===== config.mk =====
export PLATFORM = sky130hd
export DESIGN_NAME = irq_gate
export DESIGN_NICKNAME = d
export VERILOG_FILES = /design/src/rtl/irqg_pkg.sv /design/src/rtl/irqg_nmi_edge.sv /design/src/rtl/irqg_flags.sv /design/src/rtl/irqg_accept.sv /design/src/rtl/irq_gate.sv
export SDC_FILE = /design/constraint.sdc
export NUM_CORES = 1
export LEC_CHECK = 0
export ABC_AREA = 0
export BUFFER_PORTS_ARGS = -buffer_cell sky130_fd_sc_hd__buf_2
export CAP_MARGIN = 5
export CORE_MARGIN = 8
export CORE_UTILIZATION = 38
export CTS_BUF_LIST = sky130_fd_sc_hd__clkbuf_4 sky130_fd_sc_hd__clkbuf_8
export CTS_CLUSTER_DIAMETER = 120
export DETAILED_ROUTE_END_ITERATION = 6
export PLACE_DENSITY = 0.69
export SLEW_MARGIN = 10
export SYNTH_ARGS = -nofsm -noshare
export SYNTH_HDL_FRONTEND = slang
export SYNTH_SLANG_ARGS = --single-unit

===== constraint.sdc =====
create_clock -name clk -period 1.56 [get_ports clk]
set_input_delay 0.078 -clock clk [delete_from_list [all_inputs] [get_ports clk]]
set_output_delay 0.078 -clock clk [all_outputs]
set_load 0.1 [all_outputs]

===== src/rtl/irqg_pkg.sv =====
package irqg_pkg;
  typedef enum logic [1:0] {
    IMODE_0   = 2'd0,
    IMODE_1   = 2'd1,
    IMODE_2   = 2'd2,
    IMODE_RSV = 2'd3
  } imode_e;
endpackage


===== src/rtl/irqg_nmi_edge.sv =====
module irqg_nmi_edge #(
  parameter int SYNC_STAGES = 2
) (
  input  logic clk,
  input  logic rst,
  input  logic nmi_in,
  input  logic take,
  output logic pend
);
  logic lvl;
  logic lvl_d;
  logic rise;
  logic pend_q;

  generate
    if (SYNC_STAGES == 0) begin : g_nosync
      assign lvl = nmi_in;
    end else begin : g_sync
      logic [SYNC_STAGES-1:0] sync_q;
      always_ff @(posedge clk) begin
        if (rst) sync_q <= '0;
        else     sync_q <= {sync_q[SYNC_STAGES-2:0], nmi_in};
      end
      assign lvl = sync_q[SYNC_STAGES-1];
    end
  endgenerate

  always_ff @(posedge clk) begin
    if (rst) lvl_d <= 1'b0;
    else     lvl_d <= lvl;
  end

  assign rise = lvl & ~lvl_d;

  // a fresh edge wins over the accept of the previous one
  always_ff @(posedge clk) begin
    if (rst)       pend_q <= 1'b0;
    else if (rise) pend_q <= 1'b1;
    else if (take) pend_q <= 1'b0;
  end

  assign pend = pend_q;


  nmi_latch_hold_chk: assert property (@(posedge clk) disable iff (rst)
    (pend_q && !take) |=> pend_q);
endmodule


===== src/rtl/irqg_flags.sv =====
module irqg_flags
  import irqg_pkg::*;
(
  input  logic       clk,
  input  logic       rst,
  input  logic       insn_end,
  input  logic       op_ei,
  input  logic       op_di,
  input  logic       op_retn,
  input  logic       op_im,
  input  logic [1:0] op_im_val,
  input  logic       op_rd_ir,
  input  logic       acc_nmi,
  input  logic       acc_irq,
  output logic       ief_pri,
  output logic       ei_block,
  output imode_e     mode,
  output logic       par_out
);
  logic   pri_q, shd_q, hold_q, par_q;
  logic   pri_n, shd_n;
  imode_e mode_q;

  always_comb begin
    pri_n = pri_q;
    shd_n = shd_q;
    if (op_retn) pri_n = shd_q;
    if (op_ei) begin
      pri_n = 1'b1;
      shd_n = 1'b1;
    end
    if (op_di) begin
      pri_n = 1'b0;
      shd_n = 1'b0;
    end
    if (acc_irq) begin
      pri_n = 1'b0;
      shd_n = 1'b0;
    end else if (acc_nmi) begin
      pri_n = 1'b0;
    end
  end

  always_ff @(posedge clk) begin
    if (rst) begin
      pri_q <= 1'b0;
      shd_q <= 1'b0;
    end else begin
      pri_q <= pri_n;
      shd_q <= shd_n;
    end
  end

  // an enable seen before its own boundary keeps that boundary closed
  always_ff @(posedge clk) begin
    if (rst)                    hold_q <= 1'b0;
    else if (op_ei & ~insn_end) hold_q <= 1'b1;
    else if (insn_end)          hold_q <= 1'b0;
  end

  always_ff @(posedge clk) begin
    if (rst)                                       mode_q <= IMODE_0;
    else if (op_im && op_im_val != 2'(IMODE_RSV))  mode_q <= imode_e'(op_im_val);
  end

  always_ff @(posedge clk) begin
    if (rst)           par_q <= 1'b0;
    else if (op_rd_ir) par_q <= shd_q;
  end

  assign ief_pri  = pri_q;
  assign ei_block = op_ei | hold_q;
  assign mode     = mode_q;
  assign par_out  = par_q;


  irq_clr_both_chk: assert property (@(posedge clk) disable iff (rst)
    acc_irq |=> (!pri_q && !shd_q));

  di_clr_both_chk: assert property (@(posedge clk) disable iff (rst)
    op_di |=> (!pri_q && !shd_q));

  nmi_keep_shadow_chk: assert property (@(posedge clk) disable iff (rst)
    (acc_nmi && !acc_irq && !op_ei && !op_di) |=> (!pri_q && shd_q == $past(shd_q)));

  im_rsv_ignore_chk: assert property (@(posedge clk) disable iff (rst)
    (op_im && op_im_val == 2'd3) |=> (mode_q == $past(mode_q)));

  mode_legal_chk: assert property (@(posedge clk) disable iff (rst)
    mode_q != IMODE_RSV);
endmodule


===== src/rtl/irqg_accept.sv =====
module irqg_accept
  import irqg_pkg::*;
#(
  parameter int              ADDR_W  = 16,
  parameter logic [ADDR_W-1:0] NMI_VEC = 'h0066,
  parameter logic [ADDR_W-1:0] IM1_VEC = 'h0038
) (
  input  logic              clk,
  input  logic              rst,
  input  logic              insn_end,
  input  logic              nmi_pend,
  input  logic              irq_req,
  input  logic              ief_pri,
  input  logic              ei_block,
  input  logic              op_di,
  input  imode_e            mode,
  output logic              nmi_go,
  output logic              irq_go,
  output logic              take_nmi,
  output logic              take_irq,
  output logic              vec_valid,
  output logic [ADDR_W-1:0] vec_addr,
  output logic              ack_cycle,
  output logic              tbl_fetch
);
  logic              tn_q, ti_q, vv_q, ack_q, tbl_q;
  logic [ADDR_W-1:0] vec_q;

  assign nmi_go = insn_end & nmi_pend;
  assign irq_go = insn_end & irq_req & ief_pri & ~ei_block & ~op_di & ~nmi_go;

  always_ff @(posedge clk) begin
    if (rst) begin
      tn_q  <= 1'b0;
      ti_q  <= 1'b0;
      vv_q  <= 1'b0;
      vec_q <= '0;
      ack_q <= 1'b0;
      tbl_q <= 1'b0;
    end else begin
      tn_q  <= nmi_go;
      ti_q  <= irq_go;
      ack_q <= irq_go && (mode == IMODE_0);
      tbl_q <= irq_go && (mode == IMODE_2);
      if (nmi_go) begin
        vv_q  <= 1'b1;
        vec_q <= NMI_VEC;
      end else if (irq_go && mode == IMODE_1) begin
        vv_q  <= 1'b1;
        vec_q <= IM1_VEC;
      end else begin
        vv_q  <= 1'b0;
        vec_q <= '0;
      end
    end
  end

  assign take_nmi  = tn_q;
  assign take_irq  = ti_q;
  assign vec_valid = vv_q;
  assign vec_addr  = vec_q;
  assign ack_cycle = ack_q;
  assign tbl_fetch = tbl_q;


  nmi_first_chk: assert property (@(posedge clk) disable iff (rst)
    !(tn_q && ti_q));

  ei_gap_chk: assert property (@(posedge clk) disable iff (rst)
    ei_block |=> !ti_q);

  irq_route_chk: assert property (@(posedge clk) disable iff (rst)
    $onehot0({ack_q, tbl_q, vv_q}));

  nmi_vec_chk: assert property (@(posedge clk) disable iff (rst)
    tn_q |-> (vv_q && vec_q == NMI_VEC));
endmodule


===== src/rtl/irq_gate.sv =====
module irq_gate
  import irqg_pkg::*;
#(
  parameter int                ADDR_W      = 16,
  parameter int                SYNC_STAGES = 2,
  parameter logic [ADDR_W-1:0] NMI_VEC     = 'h0066,
  parameter logic [ADDR_W-1:0] IM1_VEC     = 'h0038
) (
  input  logic              clk,
  input  logic              rst,
  input  logic              insn_end,
  input  logic              op_ei,
  input  logic              op_di,
  input  logic              op_retn,
  input  logic              op_im,
  input  logic [1:0]        op_im_val,
  input  logic              op_rd_ir,
  input  logic              nmi_req,
  input  logic              irq_req,
  output logic              take_nmi,
  output logic              take_irq,
  output logic              vec_valid,
  output logic [ADDR_W-1:0] vec_addr,
  output logic              ack_cycle,
  output logic              tbl_fetch,
  output logic              par_out
);
  logic   nmi_pend, nmi_go, irq_go, ief_pri, ei_block;
  imode_e mode;

  irqg_nmi_edge #(.SYNC_STAGES(SYNC_STAGES)) u_edge (
    .clk    (clk),
    .rst    (rst),
    .nmi_in (nmi_req),
    .take   (nmi_go),
    .pend   (nmi_pend)
  );

  irqg_flags u_flags (
    .clk       (clk),
    .rst       (rst),
    .insn_end  (insn_end),
    .op_ei     (op_ei),
    .op_di     (op_di),
    .op_retn   (op_retn),
    .op_im     (op_im),
    .op_im_val (op_im_val),
    .op_rd_ir  (op_rd_ir),
    .acc_nmi   (nmi_go),
    .acc_irq   (irq_go),
    .ief_pri   (ief_pri),
    .ei_block  (ei_block),
    .mode      (mode),
    .par_out   (par_out)
  );

  irqg_accept #(
    .ADDR_W  (ADDR_W),
    .NMI_VEC (NMI_VEC),
    .IM1_VEC (IM1_VEC)
  ) u_accept (
    .clk       (clk),
    .rst       (rst),
    .insn_end  (insn_end),
    .nmi_pend  (nmi_pend),
    .irq_req   (irq_req),
    .ief_pri   (ief_pri),
    .ei_block  (ei_block),
    .op_di     (op_di),
    .mode      (mode),
    .nmi_go    (nmi_go),
    .irq_go    (irq_go),
    .take_nmi  (take_nmi),
    .take_irq  (take_irq),
    .vec_valid (vec_valid),
    .vec_addr  (vec_addr),
    .ack_cycle (ack_cycle),
    .tbl_fetch (tbl_fetch)
  );
endmodule


==> results.py, run 1 <==
metrics = {
    "status": {
        "status": "complete, no violations",
    },
    "placement": {
        "hpwl_um": 949,
        "dp.cells": 98,
        "pre_cts_ws_ns": 0.582,
        "place_congestion": 0.777,
        "port_buffers": 23,
    },
    "synth": {
        "syn_area_um2": 667,
        "yosysTopAreaCell": "dfxtp_1",
        "synth_warnings": 0,
        "ys_ff_latch": 16,
        "ys_seq_area_frac": 0.480,
        "synthDistinctLibCells": 21,
        "synth_top_area_frac": 0.480,
        "avgSynthCellArea_um2": 10.3,
        "synthCells": 65,
        "netlist_top_cells_area": "dfxtp_1, buf_4, nor2b_1, nor3_1, nor2_1",
    },
    "detailed_routing": {
        "drt_wl_total_um": 1170,
        "ant_nets": 0,
        "first_iter_violations": 8,
        "drc": 0,
        "num_vias": 455,
        "avgRoutedWirePerCell_um": 11.2,
        "drtPass1Iterations": 4,
        "via_per_inst": 4.38,
    },
    "die": {
        "fp.dieArea_um2": 3350,
        "coreArea_um2": 1690,
        "initial_core_util": 0.395,
        "num_io_pins": 34,
        "die_w_um": 57.9,
        "die_h_um": 57.9,
        "fp-row-count": 15,
    },
    "cells_and_area": {
        "syn_to_final_growth_pct": 16.5,
        "antenna_cells": 0,
        "drive_above_1_share": 0.379,
        "stdcell_count": 104,
        "nNetsFinal": 100,
        "utilization": 0.460,
        "fill_cells": 167,
    },
    "clocking": {
        "cts.htree.levels": 1,
        "root_buffer": "clkbuf_4",
        "cts_buffers": 3,
        "post_cts_buffers": 0,
        "worstSkewPairLatency_ns": 0.27,
        "cts.hold.buffers_added": 2,
        "cts_tree": "built",
        "cts.sinks": 16,
        "clock_path_buffers": 2,
        "clkTransAtPathRegs_ns": 0.09,
        "cts-resized-gates": 0,
    },
    "global_route": {
        "track_usage": 0.0717,
        "antenna_found_initial": 0,
        "grt_pass1_vias": 452,
        "grt_overflow_total": 0,
        "grt_max_degree": 13,
        "grt_pass1_wl_um": 1860,
    },
    "power": {
        "leakage_nw": 0.371,
        "peakVddDrop_mv": 0.402,
        "power.density_nw_per_um2": 1120,
        "fin_total_pwr_uw": 869,
    },
    "timing": {
        "hold_viol_final": 0,
        "timing.final.crit_share": 0.729,
        "grt_setup_unrepaired": "no",
        "drv_slew": 0,
        "fin_crit_ns": 1.14,
        "fin_ws_ns": 0.422,
        "fmax_ghz": 0.879,
        "finalClockSkew_ns": 0.00299,
        "setup_viol": 0,
        "fin_tns_setup_ns": 0,
    },
    "run": {
        "maxCapViolations": 0,
    },
    "setup_path": {
        "cp_slowest_cell": "buf_2",
        "cp_cell_sequence": "buf_2",
        "critPathLaunchType": "flip-flop",
        "arrival_ns": 1.06,
        "crit_buf_inv": 1,
        "required_ns": 1.48,
        "cp_top_family": "buffers and inverters",
        "critPathKind": "reg2out",
        "end_kind": "primary output",
        "crit_fanout": 4,
        "critPathMaxStageDelay_ns": 0.43,
    },
    "worst_hold_path": {
        "hold_path.class": "in2reg",
    },
}
[final timing paths]
kind                                 from                       to  slack [ns]  cells past startpoint
setup reg to reg          u_flags.ief_pri            u_flags.shd_q        0.58                      3
hold / removal                   op_rd_ir          u_flags.par_out        0.06                      3
setup / recovery     u_accept.vec_addr[2]                 take_nmi        0.42                      1
hold reg to reg   u_edge.g_sync.sync_q[0]  u_edge.g_sync.sync_q[1]        0.45                      1
[worst min-delay path: cells and delay by family]
family                 cells  cell delay, ns
multiplexers               1            0.06
buffers and inverters      1            0.08
AND/OR/NAND/NOR            1            0.07
[cells in the mapped netlist]
master / n
nand3_4: 1
and4b_4: 1
nor3_1: 5
o32ai_2: 1
a21oi_1: 1
conb_1: 1
nor2_4: 1
nand2_1: 2
nand2b_1: 2
nor3b_2: 1
clkbuf_1: 1
mux2_1: 1
mux2i_1: 1
inv_2: 1
dfxtp_1: 16
nor2b_1: 5
o221a_1: 1
o2111a_1: 1
inv_1: 1
buf_4: 15
nor2_1: 6
[report_power, final]
part / leakage, nW / switching [mW] / internal, mW
Combinational: 0.220 / 0.152 / 0.0302
Clock: 0.0210 / 0.116 / 0.142
Sequential: 0.130 / 0.00844 / 0.421
[logic make-up after synthesis]
logic type / count (synthesis) / share of synthesized area
multiplexers: 2 / 0.0319
flip-flops: 16 / 0.480
buffers and inverters: 18 / 0.186
other: 1 / 0.00562
AND/OR/NAND/NOR: 24 / 0.231
AO/OA/AOI/OAI: 4 / 0.0657
[per-stage QoR]
step	hold WS, ns	area [um2]
finish	0.0614	777
global route	0.0947	777
CTS	0.0550	777
detailed placement	0.291	721
global placement	0.285	721
floorplan	0.157	701
[layout by cell type, fill, tap and decap left out, drive strengths merged]
cell type    synthesis  routed
a21oi                1       1
nand2b               2       2
buf                 15      23
dfxtp               16      16
inv                  2       2
nor2                 7       7
nor2b                5       5
nand2                2       2
o221a                1       1
mux2                 1       1
dlygate4sd3          0       2
clkbuf               1       4
and4b                1       1
mux2i                1       1
conb                 1      10
o2111a               1       1
nand3                1       1
nor3b                1       1
nor3                 5       5
o32ai                1       1
[routing by layer]
metal,GRT usage,share of wire,vias to the layer above,wire (um)
li1,-,-,230,-
met1,0.0679,0.43,201,500
met2,0.113,0.45,22,522
met3,0.0419,0.10,2,122
met4,0.0524,0.019,0,22
met5,0,0,-,0
[flip-flops by register name (all words and copies together), names as in the netlist]
| name | count |
|---|---|
| u_accept.take_irq | 1 |
| u_accept.vec_addr | 3 |
| u_accept.ack_cycle | 1 |
| u_flags.mode | 2 |
| u_flags.par_out | 1 |
| u_edge.pend | 1 |
| u_edge.g_sync.sync_q | 2 |
| u_flags.hold_q | 1 |
| u_flags.shd_q | 1 |
| u_accept.tbl_fetch | 1 |
| u_edge.lvl_d | 1 |
| u_flags.ief_pri | 1 |
[layout make-up]
class                           count  area [um2]  share of cell area
Sequential cell                    16         320               0.412
Multi-Input combinational cell     40         256               0.330
Timing Repair Buffer               25         135               0.174
Clock buffer                        4        36.3              0.0467
Tap cell                           17        21.3              0.0274
Inverter                            2        7.51             0.00966
(Power assumes the default switching activity.)
==> run 2: changes to the inputs <==
--- a/config.mk
+++ b/config.mk
@@ -13,7 +13,7 @@
 export CTS_BUF_LIST = sky130_fd_sc_hd__clkbuf_4 sky130_fd_sc_hd__clkbuf_8
 export CTS_CLUSTER_DIAMETER = 120
 export DETAILED_ROUTE_END_ITERATION = 6
-export PLACE_DENSITY = 0.69
+export PLACE_DENSITY = 0.71
 export SLEW_MARGIN = 10
 export SYNTH_ARGS = -nofsm -noshare
 export SYNTH_HDL_FRONTEND = slang
==> constraint.sdc (replaced) <==
create_clock -name clk -period 0.95 [get_ports clk]
set_input_delay 0.0475 -clock clk [delete_from_list [all_inputs] [get_ports clk]]
set_output_delay 0.0475 -clock clk [all_outputs]
set_load 0.1 [all_outputs]
==> results.py, run 2 (synthesis results as in run 1) <==
metrics = {
    "clocking": {
        "worstSkewPairLatency_ns": 0.28,
        "cts_buffers": 3,
        "cts.htree.levels": 1,
        "cts_tree": "built",
        "root_buffer": "clkbuf_4",
        "clock_path_buffers": 2,
        "cts.sinks": 16,
        "clkTransAtPathRegs_ns": 0.09,
    },
    "global_route": {
        "grt_pass1_vias": 499,
        "grt_pass1_wl_um": 2100,
        "grt_overflow_total": 0,
        "antenna_found_initial": 0,
        "track_usage": 0.0811,
        "grt_max_degree": 12,
    },
    "detailed_routing": {
        "ant_nets": 0,
        "num_vias": 486,
        "drc": 0,
        "drtPass1Iterations": 4,
        "first_iter_violations": 4,
        "avgRoutedWirePerCell_um": 11.7,
        "drt_wl_total_um": 1250,
        "via_per_inst": 4.54,
    },
    "die": {
        "fp-row-count": 15,
        "coreArea_um2": 1690,
        "num_io_pins": 34,
        "die_h_um": 57.9,
        "initial_core_util": 0.395,
        "die_w_um": 57.9,
        "fp.dieArea_um2": 3350,
    },
    "cells_and_area": {
        "syn_to_final_growth_pct": 49.3,
        "finalInstanceArea_um2": 996,
        "nNetsFinal": 103,
        "final_cell_mix": "buf_12, buf_2, conb_1",
        "drive_above_1_share": 0.511,
        "antenna_cells": 0,
        "stdcell_count": 107,
        "layout_commonest_cell": "buf_12",
        "largest_register_ffs": 3,
    },
    "setup_path": {
        "crit_fanout": 5,
        "required_ns": 1.15,
        "r2r_cells": 3,
        "cp_cell_sequence": "and4b_4 -> nand3_4 -> o32ai_2",
        "crit_buf_inv": 0,
        "rrSetupSlack_ns": -0.01,
        "end_kind": "flip-flop",
        "arrival_ns": 1.16,
        "critPathMaxStageDelay_ns": 0.33,
        "cp_slowest_cell": "dfxtp_2",
        "rr_startpoint": "u_flags.ief_pri",
        "critPathLaunchType": "flip-flop",
        "cp_top_family": "simple AND/OR/NAND/NOR gates",
        "critPathKind": "reg2reg",
        "timing.rr.end": "u_accept.vec_addr[5]",
    },
    "placement": {
        "port_buffers": 23,
        "place_congestion": 0.628,
        "dp.cells": 101,
        "hpwl_um": 1070,
        "place_area_um2": 940,
    },
    "timing": {
        "setup_viol": 2,
        "fmax_ghz": 1.04,
        "timing.final.crit_share": 1.01,
        "hold_viol_final": 0,
        "fin_ws_ns": -0.0106,
        "drv_slew": 0,
        "hold_ws_ns": 0.0252,
        "fin_tns_setup_ns": -0.0137,
        "fin_crit_ns": 0.961,
        "grt_setup_unrepaired": "yes",
        "finalClockSkew_ns": 0.00334,
    },
    "power": {
        "power.density_nw_per_um2": 1420,
        "clkPwrFrac": 0.276,
        "peakVddDrop_mv": 0.838,
        "pwr-share-comb": 0.229,
        "fin_total_pwr_mw": 1.41,
        "switching_share": 0.331,
        "leakage_nw": 0.420,
        "p_int_uw": 946,
        "p_switching_uw": 468,
        "p_seq_frac": 0.495,
    },
    "run": {
        "maxCapViolations": 0,
    },
    "worst_hold_path": {
        "min_path_cells": 3,
        "min_to": "u_flags.par_out",
        "hp-start": "op_rd_ir",
        "hold_path.class": "in2reg",
    },
    "status": {
        "violations": "negative setup slack",
        "status": "complete, but fails checks",
    },
}
-- run 2: through the flow --
step | worst slack, ns | utilization
2_1_floorplan | 0.0129 | -
3_3_place_gp | 0.00455 | 0.556
3_5_place_dp | -0.0441 | 0.556
4_1_cts | -0.0181 | 0.588
5_1_grt | -0.0885 | 0.590
6_report | -0.0106 | 0.590
-- run 2: final cells by class --
cell class | count | area (um2)
clock buffer | 4 | 30.0
fill | 143 | 693
inverter | 2 | 7.51
multi-input combinational | 40 | 262
sequential | 16 | 338
tap | 17 | 21.3
timing repair buffer | 28 | 338
-- run 2: worst min-delay path, cell delays in order --
cell	delay (ns)
buf_2	0.09
mux2i_1	0.07
nor2_1	0.07
-- run 2: worst max-delay path by stage --
stage / start / to / slack (ns) / cells past startpoint
floorplan: u_flags.ief_pri / u_flags.shd_q / 0.01 / 3
global placement: u_flags.ief_pri / u_flags.shd_q / 0.005 / 3
detailed placement: u_flags.ief_pri / u_flags.shd_q / -0.04 / 3
CTS: u_flags.ief_pri / u_accept.vec_addr[5] / -0.02 / 3
global route: u_flags.ief_pri / u_accept.vec_addr[5] / -0.09 / 3
finish: u_flags.ief_pri / u_accept.vec_addr[5] / -0.01 / 3
-- run 2: power groups by stage --
stage | clock network [mW] | registers (mW) | logic, mW
floorplan | 0 | 0.730 | 0.270
global placement | 0 | 0.714 | 0.312
detailed placement | 0 | 0.716 | 0.316
CTS | 0.419 | 0.700 | 0.323
global route | 0.446 | 0.704 | 0.337
finish | 0.390 | 0.700 | 0.324
-- run 2: routing by layer --
metal  vias to the layer above  global-route usage  wire [um]
met1                       217              0.0817        495
li1                        238                   -          -
met2                        26               0.129        597
met5                         -                   0          0
met4                         0              0.0629         44
met3                         5              0.0353        113
-- run 2: repair_timing --
| action | 4_1_cts | 5_1_grt |
|---|---|---|
| buffers inserted | 0 | 0 |
| resized for setup | 2 | 1 |
| pin swaps | 3 | 1 |
| setup endpoints to repair | 8 | 11 |
| hold endpoints to repair | 2 | 0 |
| gates cloned | 0 | 0 |
| hold buffers | 2 | 0 |
==> run 3: changes to the inputs <==
--- a/config.mk
+++ b/config.mk
@@ -14,6 +14,7 @@
 export CTS_CLUSTER_DIAMETER = 120
 export DETAILED_ROUTE_END_ITERATION = 6
 export PLACE_DENSITY = 0.71
+export RECOVER_POWER = 50
 export SLEW_MARGIN = 10
 export SYNTH_ARGS = -nofsm -noshare
 export SYNTH_HDL_FRONTEND = slang
==> results.py, run 3 (synthesis results as in run 1) <==
metrics = {
    "detailed_routing": {
        "drt_wl_total_um": 1250,
        "first_iter_violations": 6,
        "num_vias": 487,
        "via_per_inst": 4.55,
        "ant_nets": 0,
        "avgRoutedWirePerCell_um": 11.7,
        "drc": 0,
        "drtPass1Iterations": 4,
    },
    "cells_and_area": {
        "drive_above_1_share": 0.511,
        "nNetsFinal": 103,
        "fill_cells": 143,
        "antenna_cells": 0,
        "final_cell_mix": "buf_12, buf_2, conb_1",
        "finalInstanceArea_um2": 996,
        "multiInputGateArea_um2": 262,
        "largest_register_ffs": 3,
        "syn_to_final_growth_pct": 49.3,
        "layout_commonest_cell": "buf_12",
        "ff_latch_area_um2": 338,
        "stdcell_count": 107,
    },
    "setup_path": {
        "crit_buf_inv": 0,
        "rrSetupSlack_ns": -0.01,
        "critPathLaunchType": "flip-flop",
        "end_kind": "flip-flop",
        "cp_cell_sequence": "and4b_4 -> nand3_4 -> o32ai_2",
        "r2r_cells": 3,
        "timing.rr.end": "u_accept.vec_addr[5]",
        "cp_top_family": "simple AND/OR/NAND/NOR gates",
        "rr_startpoint": "u_flags.ief_pri",
        "critPathKind": "reg2reg",
        "cp_slowest_cell": "dfxtp_2",
        "crit_fanout": 5,
        "critPathMaxStageDelay_ns": 0.33,
        "required_ns": 1.15,
        "arrival_ns": 1.16,
    },
    "die": {
        "fp-row-count": 15,
        "fp.dieArea_um2": 3350,
        "die_h_um": 57.9,
        "coreArea_um2": 1690,
        "num_io_pins": 34,
        "initial_core_util": 0.395,
        "die_w_um": 57.9,
    },
    "global_route": {
        "grt_max_degree": 12,
        "grt_pass1_wl_um": 2100,
        "grt_overflow_total": 0,
        "grt_pass1_vias": 499,
        "track_usage": 0.0811,
        "antenna_found_initial": 0,
    },
    "clocking": {
        "clkTransAtPathRegs_ns": 0.09,
        "cts_buffers": 3,
        "cts_tree": "built",
        "worstSkewPairLatency_ns": 0.28,
        "clock_path_buffers": 2,
        "cts.htree.levels": 1,
        "cts.sinks": 16,
        "root_buffer": "clkbuf_4",
    },
    "timing": {
        "setup_viol": 3,
        "finalClockSkew_ns": 0.00334,
        "fmax_ghz": 1.04,
        "drv_slew": 0,
        "hold_viol_final": 0,
        "hold_ws_ns": 0.0257,
        "fin_ws_ns": -0.0118,
        "grt_setup_unrepaired": "yes",
        "fin_crit_ns": 0.962,
        "fin_tns_setup_ns": -0.0140,
        "timing.final.crit_share": 1.01,
    },
    "placement": {
        "place_area_um2": 940,
        "hpwl_um": 1070,
        "port_buffers": 23,
        "place_congestion": 0.628,
        "dp.cells": 101,
    },
    "run": {
        "maxCapViolations": 0,
    },
    "power": {
        "switching_share": 0.331,
        "clkPwrFrac": 0.276,
        "leakage_nw": 0.420,
        "p_switching_uw": 468,
        "power.density_nw_per_um2": 1420,
        "p_seq_frac": 0.495,
        "p_int_uw": 946,
        "pwr-share-comb": 0.229,
        "fin_total_pwr_mw": 1.41,
        "peakVddDrop_mv": 0.838,
    },
    "worst_hold_path": {
        "min_to": "u_flags.par_out",
        "hold_path.class": "in2reg",
        "min_path_cells": 3,
        "hp-start": "op_rd_ir",
    },
    "status": {
        "status": "complete, but fails checks",
        "violations": "negative setup slack",
    },
}
## run 3: cell count changes in the layout (fill, tap and decap cells not counted)
| cell | delta |
|---|---|
| buf_4 | -1 |
| clkbuf_4 | +1 |
## run 3: cell type report
type / count / share of cell area
Sequential cell: 16 / 0.339
Multi-Input combinational cell: 40 / 0.263
Clock buffer: 4 / 0.0302
Timing Repair Buffer: 28 / 0.339
Tap cell: 17 / 0.0214
Inverter: 2 / 0.00754
## run 3: metrics by stage
| stage | utilization | setup slack [ns] |
|---|---|---|
| floorplan | - | 0.0129 |
| global placement | 0.556 | 0.00455 |
| detailed placement | 0.556 | -0.0441 |
| CTS | 0.588 | -0.0181 |
| global route | 0.590 | -0.0885 |
| finish | 0.590 | -0.0118 |
## run 3: power by group through the flow
stage | Combinational, mW | Sequential, mW | Clock, mW
CTS | 0.323 | 0.700 | 0.419
global placement | 0.312 | 0.714 | 0
global route | 0.336 | 0.704 | 0.446
detailed placement | 0.316 | 0.716 | 0
finish | 0.324 | 0.700 | 0.390
floorplan | 0.270 | 0.730 | 0
## run 3: what timing repair did
item | in CTS | in global routing
gates resized for setup | 2 | 1
hold buffers | 2 | 0
pin swaps | 3 | 1
endpoints found under the hold margin | 2 | 0
endpoints found under the setup margin | 8 | 11
setup buffers | 0 | 0
## run 3: worst max path at each step
stage	from	endpoint	slack [ns]	cells after the start
6_report	u_flags.ief_pri	u_accept.vec_addr[5]	-0.01	3
2_1_floorplan	u_flags.ief_pri	u_flags.shd_q	0.01	3
3_5_place_dp	u_flags.ief_pri	u_flags.shd_q	-0.04	3
3_3_place_gp	u_flags.ief_pri	u_flags.shd_q	0.005	3
4_1_cts	u_flags.ief_pri	u_accept.vec_addr[5]	-0.02	3
5_1_grt	u_flags.ief_pri	u_accept.vec_addr[5]	-0.09	3
## run 3: tightest hold or removal path: cells and delay by family
family	cells	cell delay (ns)
mux	1	0.07
buf+inv	1	0.09
simple gates	1	0.07
## run 3: metal layers
metal / vias to the layer above / track usage / part of all wire
li1: 239 / - / -
met4: 0 / 0.0629 / 0.035
met3: 5 / 0.0353 / 0.090
met5: - / 0 / 0
met2: 26 / 0.129 / 0.48
met1: 217 / 0.0817 / 0.40
